File: src/rtl/qctl_pkg.sv
package qctl_pkg;
  localparam logic [11:0] OFF_VER  = 12'h000;
  localparam logic [11:0] OFF_CAPL = 12'h008;
  localparam logic [11:0] OFF_CAPH = 12'h00C;
  localparam logic [11:0] OFF_MSET = 12'h010;
  localparam logic [11:0] OFF_MCLR = 12'h014;
  localparam logic [11:0] OFF_CFG  = 12'h018;
  localparam logic [11:0] OFF_STAT = 12'h01C;
  localparam logic [11:0] OFF_ATTR = 12'h020;
  localparam logic [11:0] OFF_SQBL = 12'h028;
  localparam logic [11:0] OFF_SQBH = 12'h02C;
  localparam logic [11:0] OFF_CQBL = 12'h030;
  localparam logic [11:0] OFF_CQBH = 12'h034;

  localparam int          DB_BASE   = 32'h1000;
  localparam logic [31:0] VER_WORD  = 32'h0001_0001;
  localparam logic [31:0] CAP_LOW   = {8'h0F, 7'd0, 1'b1, 16'h07FF};
  localparam int          QSIZE_MAX = 4095;

  typedef struct packed {
    logic [1:0] shn;
    logic [3:0] pg;
    logic       en;
  } cfg_t;

  typedef struct packed {
    logic shdone;
    logic fatal;
    logic ready;
  } stat_t;
endpackage

File: src/rtl/qctl_cfg_check.sv
module qctl_cfg_check #(
  parameter int PG_MIN = 0,
  parameter int PG_MAX = 4
) (
  input  logic [3:0]  pg,
  input  logic [63:0] sq_base,
  input  logic [63:0] cq_base,
  input  logic [31:0] attr,
  input  logic        admin_live,
  output logic        cfg_ok
);
  import qctl_pkg::*;

  logic [63:0] pg_mask;
  logic        lo_ok, hi_ok, base_ok, size_ok;

  generate
    if (PG_MIN == 0) begin : g_lo_free
      assign lo_ok = 1'b1;
    end else begin : g_lo_chk
      assign lo_ok = pg >= 4'(PG_MIN);
    end
    if (PG_MAX >= 15) begin : g_hi_free
      assign hi_ok = 1'b1;
    end else begin : g_hi_chk
      assign hi_ok = pg <= 4'(PG_MAX);
    end
  endgenerate

  always_comb begin
    pg_mask = (64'h1000 << pg) - 64'd1;
    base_ok = (sq_base != '0) && (cq_base != '0) &&
              ((sq_base & pg_mask) == '0) && ((cq_base & pg_mask) == '0);
    size_ok = (attr[15:0] != '0) && (attr[15:0] <= 16'(QSIZE_MAX)) &&
              (attr[31:16] != '0) && (attr[31:16] <= 16'(QSIZE_MAX));
    cfg_ok  = !admin_live && lo_ok && hi_ok && base_ok && size_ok;
  end
endmodule

File: src/rtl/qctl_db_decode.sv
module qctl_db_decode #(
  parameter int ADDR_W = 16,
  parameter int NQ     = 4
) (
  input  logic                  clk,
  input  logic                  rst_n,
  input  logic                  wr,
  input  logic [ADDR_W-1:0]     addr,
  input  logic [15:0]           wval,
  input  logic [NQ-1:0]         sq_live,
  input  logic [NQ-1:0]         cq_live,
  input  logic [NQ*16-1:0]      sq_depth,
  input  logic [NQ*16-1:0]      cq_depth,
  output logic                  db_valid,
  output logic                  db_is_cq,
  output logic [$clog2(NQ)-1:0] db_qid,
  output logic [15:0]           db_value
);
  import qctl_pkg::*;
  localparam int QW = $clog2(NQ);
  localparam logic [ADDR_W-1:0] BASE_A = ADDR_W'(DB_BASE);

  logic [ADDR_W-1:0] off;
  logic [ADDR_W-4:0] qid_full;
  logic [QW-1:0]     qid;
  logic              is_cq, live, accept;
  logic [15:0]       depth;

  always_comb begin
    off      = addr - BASE_A;
    qid_full = off[ADDR_W-1:3];
    qid      = qid_full[QW-1:0];
    is_cq    = off[2];
    live     = is_cq ? cq_live[qid] : sq_live[qid];
    depth    = is_cq ? cq_depth[int'(qid)*16 +: 16] : sq_depth[int'(qid)*16 +: 16];
    accept   = wr && (addr >= BASE_A) && (off[1:0] == 2'b00) &&
               (qid_full < (ADDR_W-3)'(NQ)) && live && (wval < depth);
  end

  always_ff @(posedge clk or negedge rst_n) begin
    if (!rst_n) begin
      db_valid <= 1'b0;
      db_is_cq <= 1'b0;
      db_qid   <= '0;
      db_value <= '0;
    end else begin
      db_valid <= accept;
      if (accept) begin
        db_is_cq <= is_cq;
        db_qid   <= qid;
        db_value <= wval;
      end
    end
  end
endmodule

File: src/rtl/qctl_regs.sv
module qctl_regs
  import qctl_pkg::*;
#(
  parameter int ADDR_W = 16,
  parameter int NQ     = 4,
  parameter int PG_MIN = 0,
  parameter int PG_MAX = 4
) (
  input  logic                  clk,
  input  logic                  rst_n,
  input  logic                  bus_wr,
  input  logic                  bus_rd,
  input  logic [ADDR_W-1:0]     bus_addr,
  input  logic [31:0]           bus_wdata,
  output logic                  rd_valid,
  output logic [31:0]           rd_data,
  input  logic                  admin_live,
  input  logic [NQ-1:0]         sq_live,
  input  logic [NQ-1:0]         cq_live,
  input  logic [NQ*16-1:0]      sq_depth,
  input  logic [NQ*16-1:0]      cq_depth,
  output logic                  start_pulse,
  output logic                  reset_pulse,
  output logic                  ready,
  output logic                  fatal,
  output logic                  shdn_done,
  output logic                  db_valid,
  output logic                  db_is_cq,
  output logic [$clog2(NQ)-1:0] db_qid,
  output logic [15:0]           db_value
);
  localparam logic [ADDR_W-1:0] BASE_A = ADDR_W'(DB_BASE);
  localparam logic [31:0] CAP_HIGH = {24'd0, 4'(PG_MAX), 4'(PG_MIN)};

  logic [31:0] int_mask, attr_q, rd_word;
  logic [63:0] sqb_q, cqb_q;
  cfg_t        cfg_q, cfg_new;
  stat_t       stat_q, stat_nxt;
  logic        in_regs, cfg_ok, en_rise, en_fall;
  logic [11:0] roff;

  assign in_regs = bus_addr < BASE_A;
  assign roff    = bus_addr[11:0];
  assign cfg_new = cfg_t'(bus_wdata[6:0]);
  assign en_rise = cfg_new.en && !cfg_q.en;
  assign en_fall = !cfg_new.en && cfg_q.en;

  qctl_cfg_check #(.PG_MIN(PG_MIN), .PG_MAX(PG_MAX)) u_check (
    .pg(cfg_new.pg), .sq_base(sqb_q), .cq_base(cqb_q), .attr(attr_q),
    .admin_live(admin_live), .cfg_ok(cfg_ok)
  );

  qctl_db_decode #(.ADDR_W(ADDR_W), .NQ(NQ)) u_db (
    .clk(clk), .rst_n(rst_n), .wr(bus_wr), .addr(bus_addr), .wval(bus_wdata[15:0]),
    .sq_live(sq_live), .cq_live(cq_live), .sq_depth(sq_depth), .cq_depth(cq_depth),
    .db_valid(db_valid), .db_is_cq(db_is_cq), .db_qid(db_qid), .db_value(db_value)
  );

  always_comb begin
    stat_nxt = stat_q;
    if (en_rise) begin
      stat_nxt.ready = cfg_ok;
      stat_nxt.fatal = !cfg_ok;
    end else if (en_fall) begin
      stat_nxt.ready = 1'b0;
    end
    if (cfg_new.shn != '0 && cfg_q.shn == '0)      stat_nxt.shdone = 1'b1;
    else if (cfg_new.shn == '0 && cfg_q.shn != '0) stat_nxt.shdone = 1'b0;
  end

  always_comb begin
    rd_word = '0;
    if (in_regs) begin
      case (roff)
        OFF_VER:  rd_word = VER_WORD;
        OFF_CAPL: rd_word = CAP_LOW;
        OFF_CAPH: rd_word = CAP_HIGH;
        OFF_MSET, OFF_MCLR: rd_word = int_mask;
        OFF_CFG:  rd_word = {25'd0, cfg_q};
        OFF_STAT: rd_word = {29'd0, stat_q};
        OFF_ATTR: rd_word = attr_q;
        OFF_SQBL: rd_word = sqb_q[31:0];
        OFF_SQBH: rd_word = sqb_q[63:32];
        OFF_CQBL: rd_word = cqb_q[31:0];
        OFF_CQBH: rd_word = cqb_q[63:32];
        default:  rd_word = '0;
      endcase
    end
  end

  always_ff @(posedge clk or negedge rst_n) begin
    if (!rst_n) begin
      int_mask    <= '0;
      cfg_q       <= '0;
      stat_q      <= '0;
      attr_q      <= '0;
      sqb_q       <= '0;
      cqb_q       <= '0;
      start_pulse <= 1'b0;
      reset_pulse <= 1'b0;
    end else begin
      start_pulse <= 1'b0;
      reset_pulse <= 1'b0;
      if (bus_wr && in_regs) begin
        case (roff)
          OFF_MSET: int_mask <= int_mask | bus_wdata;
          OFF_MCLR: int_mask <= int_mask & ~bus_wdata;
          OFF_CFG: begin
            cfg_q       <= cfg_new;
            stat_q      <= stat_nxt;
            start_pulse <= en_rise && cfg_ok;
            reset_pulse <= en_fall;
          end
          OFF_ATTR: attr_q         <= bus_wdata;
          OFF_SQBL: sqb_q[31:0]    <= bus_wdata;
          OFF_SQBH: sqb_q[63:32]   <= bus_wdata;
          OFF_CQBL: cqb_q[31:0]    <= bus_wdata;
          OFF_CQBH: cqb_q[63:32]   <= bus_wdata;
          default: ;
        endcase
      end
    end
  end

  always_ff @(posedge clk or negedge rst_n) begin
    if (!rst_n) begin
      rd_valid <= 1'b0;
      rd_data  <= '0;
    end else begin
      rd_valid <= bus_rd;
      if (bus_rd) rd_data <= rd_word;
    end
  end

  assign ready     = stat_q.ready;
  assign fatal     = stat_q.fatal;
  assign shdn_done = stat_q.shdone;
endmodule

File: config.mk
export PLATFORM = sky130hd
export DESIGN_NAME = qctl_regs
export DESIGN_NICKNAME = d
export VERILOG_FILES = /design/src/rtl/qctl_pkg.sv /design/src/rtl/qctl_cfg_check.sv /design/src/rtl/qctl_db_decode.sv /design/src/rtl/qctl_regs.sv
export SDC_FILE = /design/constraint.sdc
export NUM_CORES = 1
export LEC_CHECK = 0
export BUFFER_PORTS_ARGS = -buffer_cell sky130_fd_sc_hd__buf_2
export CORE_UTILIZATION = 30
export CTS_BUF_LIST = sky130_fd_sc_hd__clkbuf_8
export DETAILED_ROUTE_END_ITERATION = 10
export SKIP_CTS_REPAIR_TIMING = 1
export SYNTH_ARGS = -nofsm -noshare
export SYNTH_HDL_FRONTEND = slang
export SYNTH_SLANG_ARGS = --single-unit
File: constraint.sdc
create_clock -name clk -period 3.4 [get_ports clk]
set_clock_uncertainty 0.15 [all_clocks]
set_input_delay 0.17 -clock clk [delete_from_list [all_inputs] [get_ports clk]]
set_output_delay 0.17 -clock clk [all_outputs]
set_load 0.005 [all_outputs]
==> summary.md <==
| Metric | Value |
|---|---|
| Status | complete, but fails checks |
| Failing checks | hold timing |
| First-pass GRT wire length | 71,200 um |
| Top Metal Used | met4 |
| Critical path endpoint category | flop |
| RSZ-0062 raised after global routing | false |
| CTS tree | done |
| Cell chain of the critical path | dlygate4sd3_1 -> buf_2 -> or4_1 -> ha_1 -> xnor2_1 -> o22ai_1 -> nor4_1 -> nand4_1 -> and2_1 |
| # port buffers | 246 |
| Initial core utilization | 30.47% |
| DR pass1 iterations | 8 |
| Most common cell after layout, fill and taps aside | dfrtp_1 |
| DRT met1 WL | 20,180 um |
| Post-synth top area share | 47.73% |
| Io pins | 247 |
| # fillers | 4,312 |
| Mapped Nets | 1,299 |
| Largest net degree at the start of global routing | 78 |
| Final core area utilization | 37.89% |
| Max IR drop VDD | 0.1849 mV |
| Top cells by area, synth | dfrtp_1 (48%), mux2_2 (12%), mux4_2 (5.3%) |
| DRT Wirelength | 46,160 um |
| Largest delay contributor family on the critical path | simple AND/OR/NAND/NOR gates |
| Cts bufs inserted | 45 |
| Setup violators final | 0 |
| Die height | 213.9 um |
| Wire length per cell | 22.94 um |
| Routed wire length on met3 | 2942 um |
| Leak | 8.283 nW |
| Share of layout cells above drive strength 1 | 42.78% |
| Worst Path Buf+Inv | 2 |
| Synthesized area | 13,470 sq um |
| Vias per cell | 5.415 |
| Post-Route Hold Slack | -0.008027 ns |
| FP Rows | 77 |
| Dpl hpwl | 33,600 um |
| Number of flops mapped to enable cells by yosys | 0 |
| Core ar. | 44,220 sq um |
| Synthesized instance count | 1,090 |
| Worst path slowest cell | or4_1 |
| Number of synthesis warnings | 0 |
| # H-tree levels | 2 |
| Async set-reset flop share out of synthesis | 100.0% |
| Ys flop type | dfrtp_1 |
| Worst path max stage delay | 0.61 ns |
| Die X | 213.9 um |
| Commonest cells after routing, fill and taps aside | dfrtp_1 (257), buf_2 (244), mux2_2 (145) |
| Syn avg cell area | 12.36 sq um |
| Initial antenna violation count | 0 |
| Tightest Pin Transition | 0.7289 ns |
| Initial drt markers | 1,202 |
| Clk slew on worst S/H paths | 0.06 ns |
| CTS root buf | clkbuf_8 |
| Routed Antenna Nets | 0 |
| Placed cells | 1,899 |
| Slew HR | 51.36% |
| Placer Congestion | 0.8846 |
| # clock sinks | 257 |
| Die outline area | 45,760 sq um |
| Final std cells w/o fill | 2,012 |
| Area delta synth->final | 24.37% |
| Leading area contributor after synthesis | dfrtp_1 |
| MaxCap Viol Count | 0 |
| Fmax | 333.5 MHz |
| Drc violations | 0 |
| Clock Path Buffers | 3 |
| HP Class | input pin to flop |
| Vias after detailed routing | 10,890 |
| Final slew viol count | 0 |
| Synth unique cells | 71 |
| Fin crit period | 2.999 ns |
| Hold Vio Cnt, Final | 1 |
| Yosys reg bits | 257 |
| Max FO, Critical Path | 10 |
| Final period utilization | 88.20% |
| Routed wl met2 | 22,040 um |
| Crit start category | input pin |
| Crit path DAT | 3.30 ns |
| CP Data Required Time | 3.70 ns |
| NumNets Final | 1,596 |
| Global-route usage over all layers | 20.05% |
| Vias in the first global route | 11,350 |
| Skew-Pair Late Insertion Delay | 0.56 ns |
| WS Path Type | input pin to flop |
| P per Cell Area | 382.7 nW/um^2 |
| Gr ovfl total | 0 |
| Seq/Total Area, Yosys | 47.73% |
-- layout make-up --
class / count / area (sq um) / area share [%]
Timing Repair Buffer: 339 / 2100 / 12.53
Inverter: 41 / 153.9 / 0.9185
Clock inverter: 21 / 90.09 / 0.5376
Tap cell: 592 / 740.7 / 4.421
Multi-Input combinational cell: 703 / 6440 / 38.43
Sequential cell: 257 / 6431 / 38.38
Clock buffer: 58 / 798.3 / 4.764
Antenna cell: 1 / 2.502 / 0.01493
-- worst paths after layout --
kind                              start     endpoint  slack (ns)  cells after the start
setup / recovery           bus_wdata[2]        fatal        0.40                      9
min in group asynchronous         rst_n  rd_data[19]        0.02                      2
hold reg to reg              rd_data[6]   rd_data[6]        0.35                      2
hold / removal                   bus_rd     rd_valid      -0.008                      2
setup reg to reg              sqb_q[58]        fatal        0.89                      6
max in group asynchronous         rst_n   attr_q[19]        2.01                      3
-- cells in the mapped netlist (all sizes together), types with 18 or more instances --
cell	instances
a21o	18
a21oi	54
a222oi	24
a22oi	21
a31oi	33
buf	45
clkbuf	44
dfrtp	257
ha	20
inv	41
mux2	198
mux2i	26
mux4	32
nand2	21
nor4	46
o21ai	42
-- where the power goes --
part | switching, mW | internal [mW] | leakage (nW)
registers | 0.00124 | 3.06 | 3.58
clock network | 1.26 | 1.52 | 0.515
logic | 0.316 | 0.250 | 4.18
total | 1.58 | 4.83 | 8.28
-- cells by family after synthesis --
family	synth area share, %
compound gates	13.05
xor+xnor	0.06502
fa+ha+maj	1.857
buf+inv	4.523
flops	47.73
mux	25.11
simple gates	7.662
-- routing by layer --
metal / GRT usage, % / up-vias
met5: 0 / -
met4: 6.091 / 0
met3: 3.184 / 75
met2: 32.28 / 443
met1: 27.62 / 5573
li1: - / 4803
-- metrics by stage --
step	area (sq um)	setup WS, ns	setup TNS, ns	power, mW
floorplan	13480	0.02248	0	3.347
global placement	15530	0.08947	0	3.654
detailed placement	15530	-0.005301	-0.005301	3.659
CTS	16420	0.5772	0	6.457
global route	16750	0.2728	0	6.692
finish	16760	0.4011	0	6.413
No activity file was read; power rests on OpenSTA's default activity.
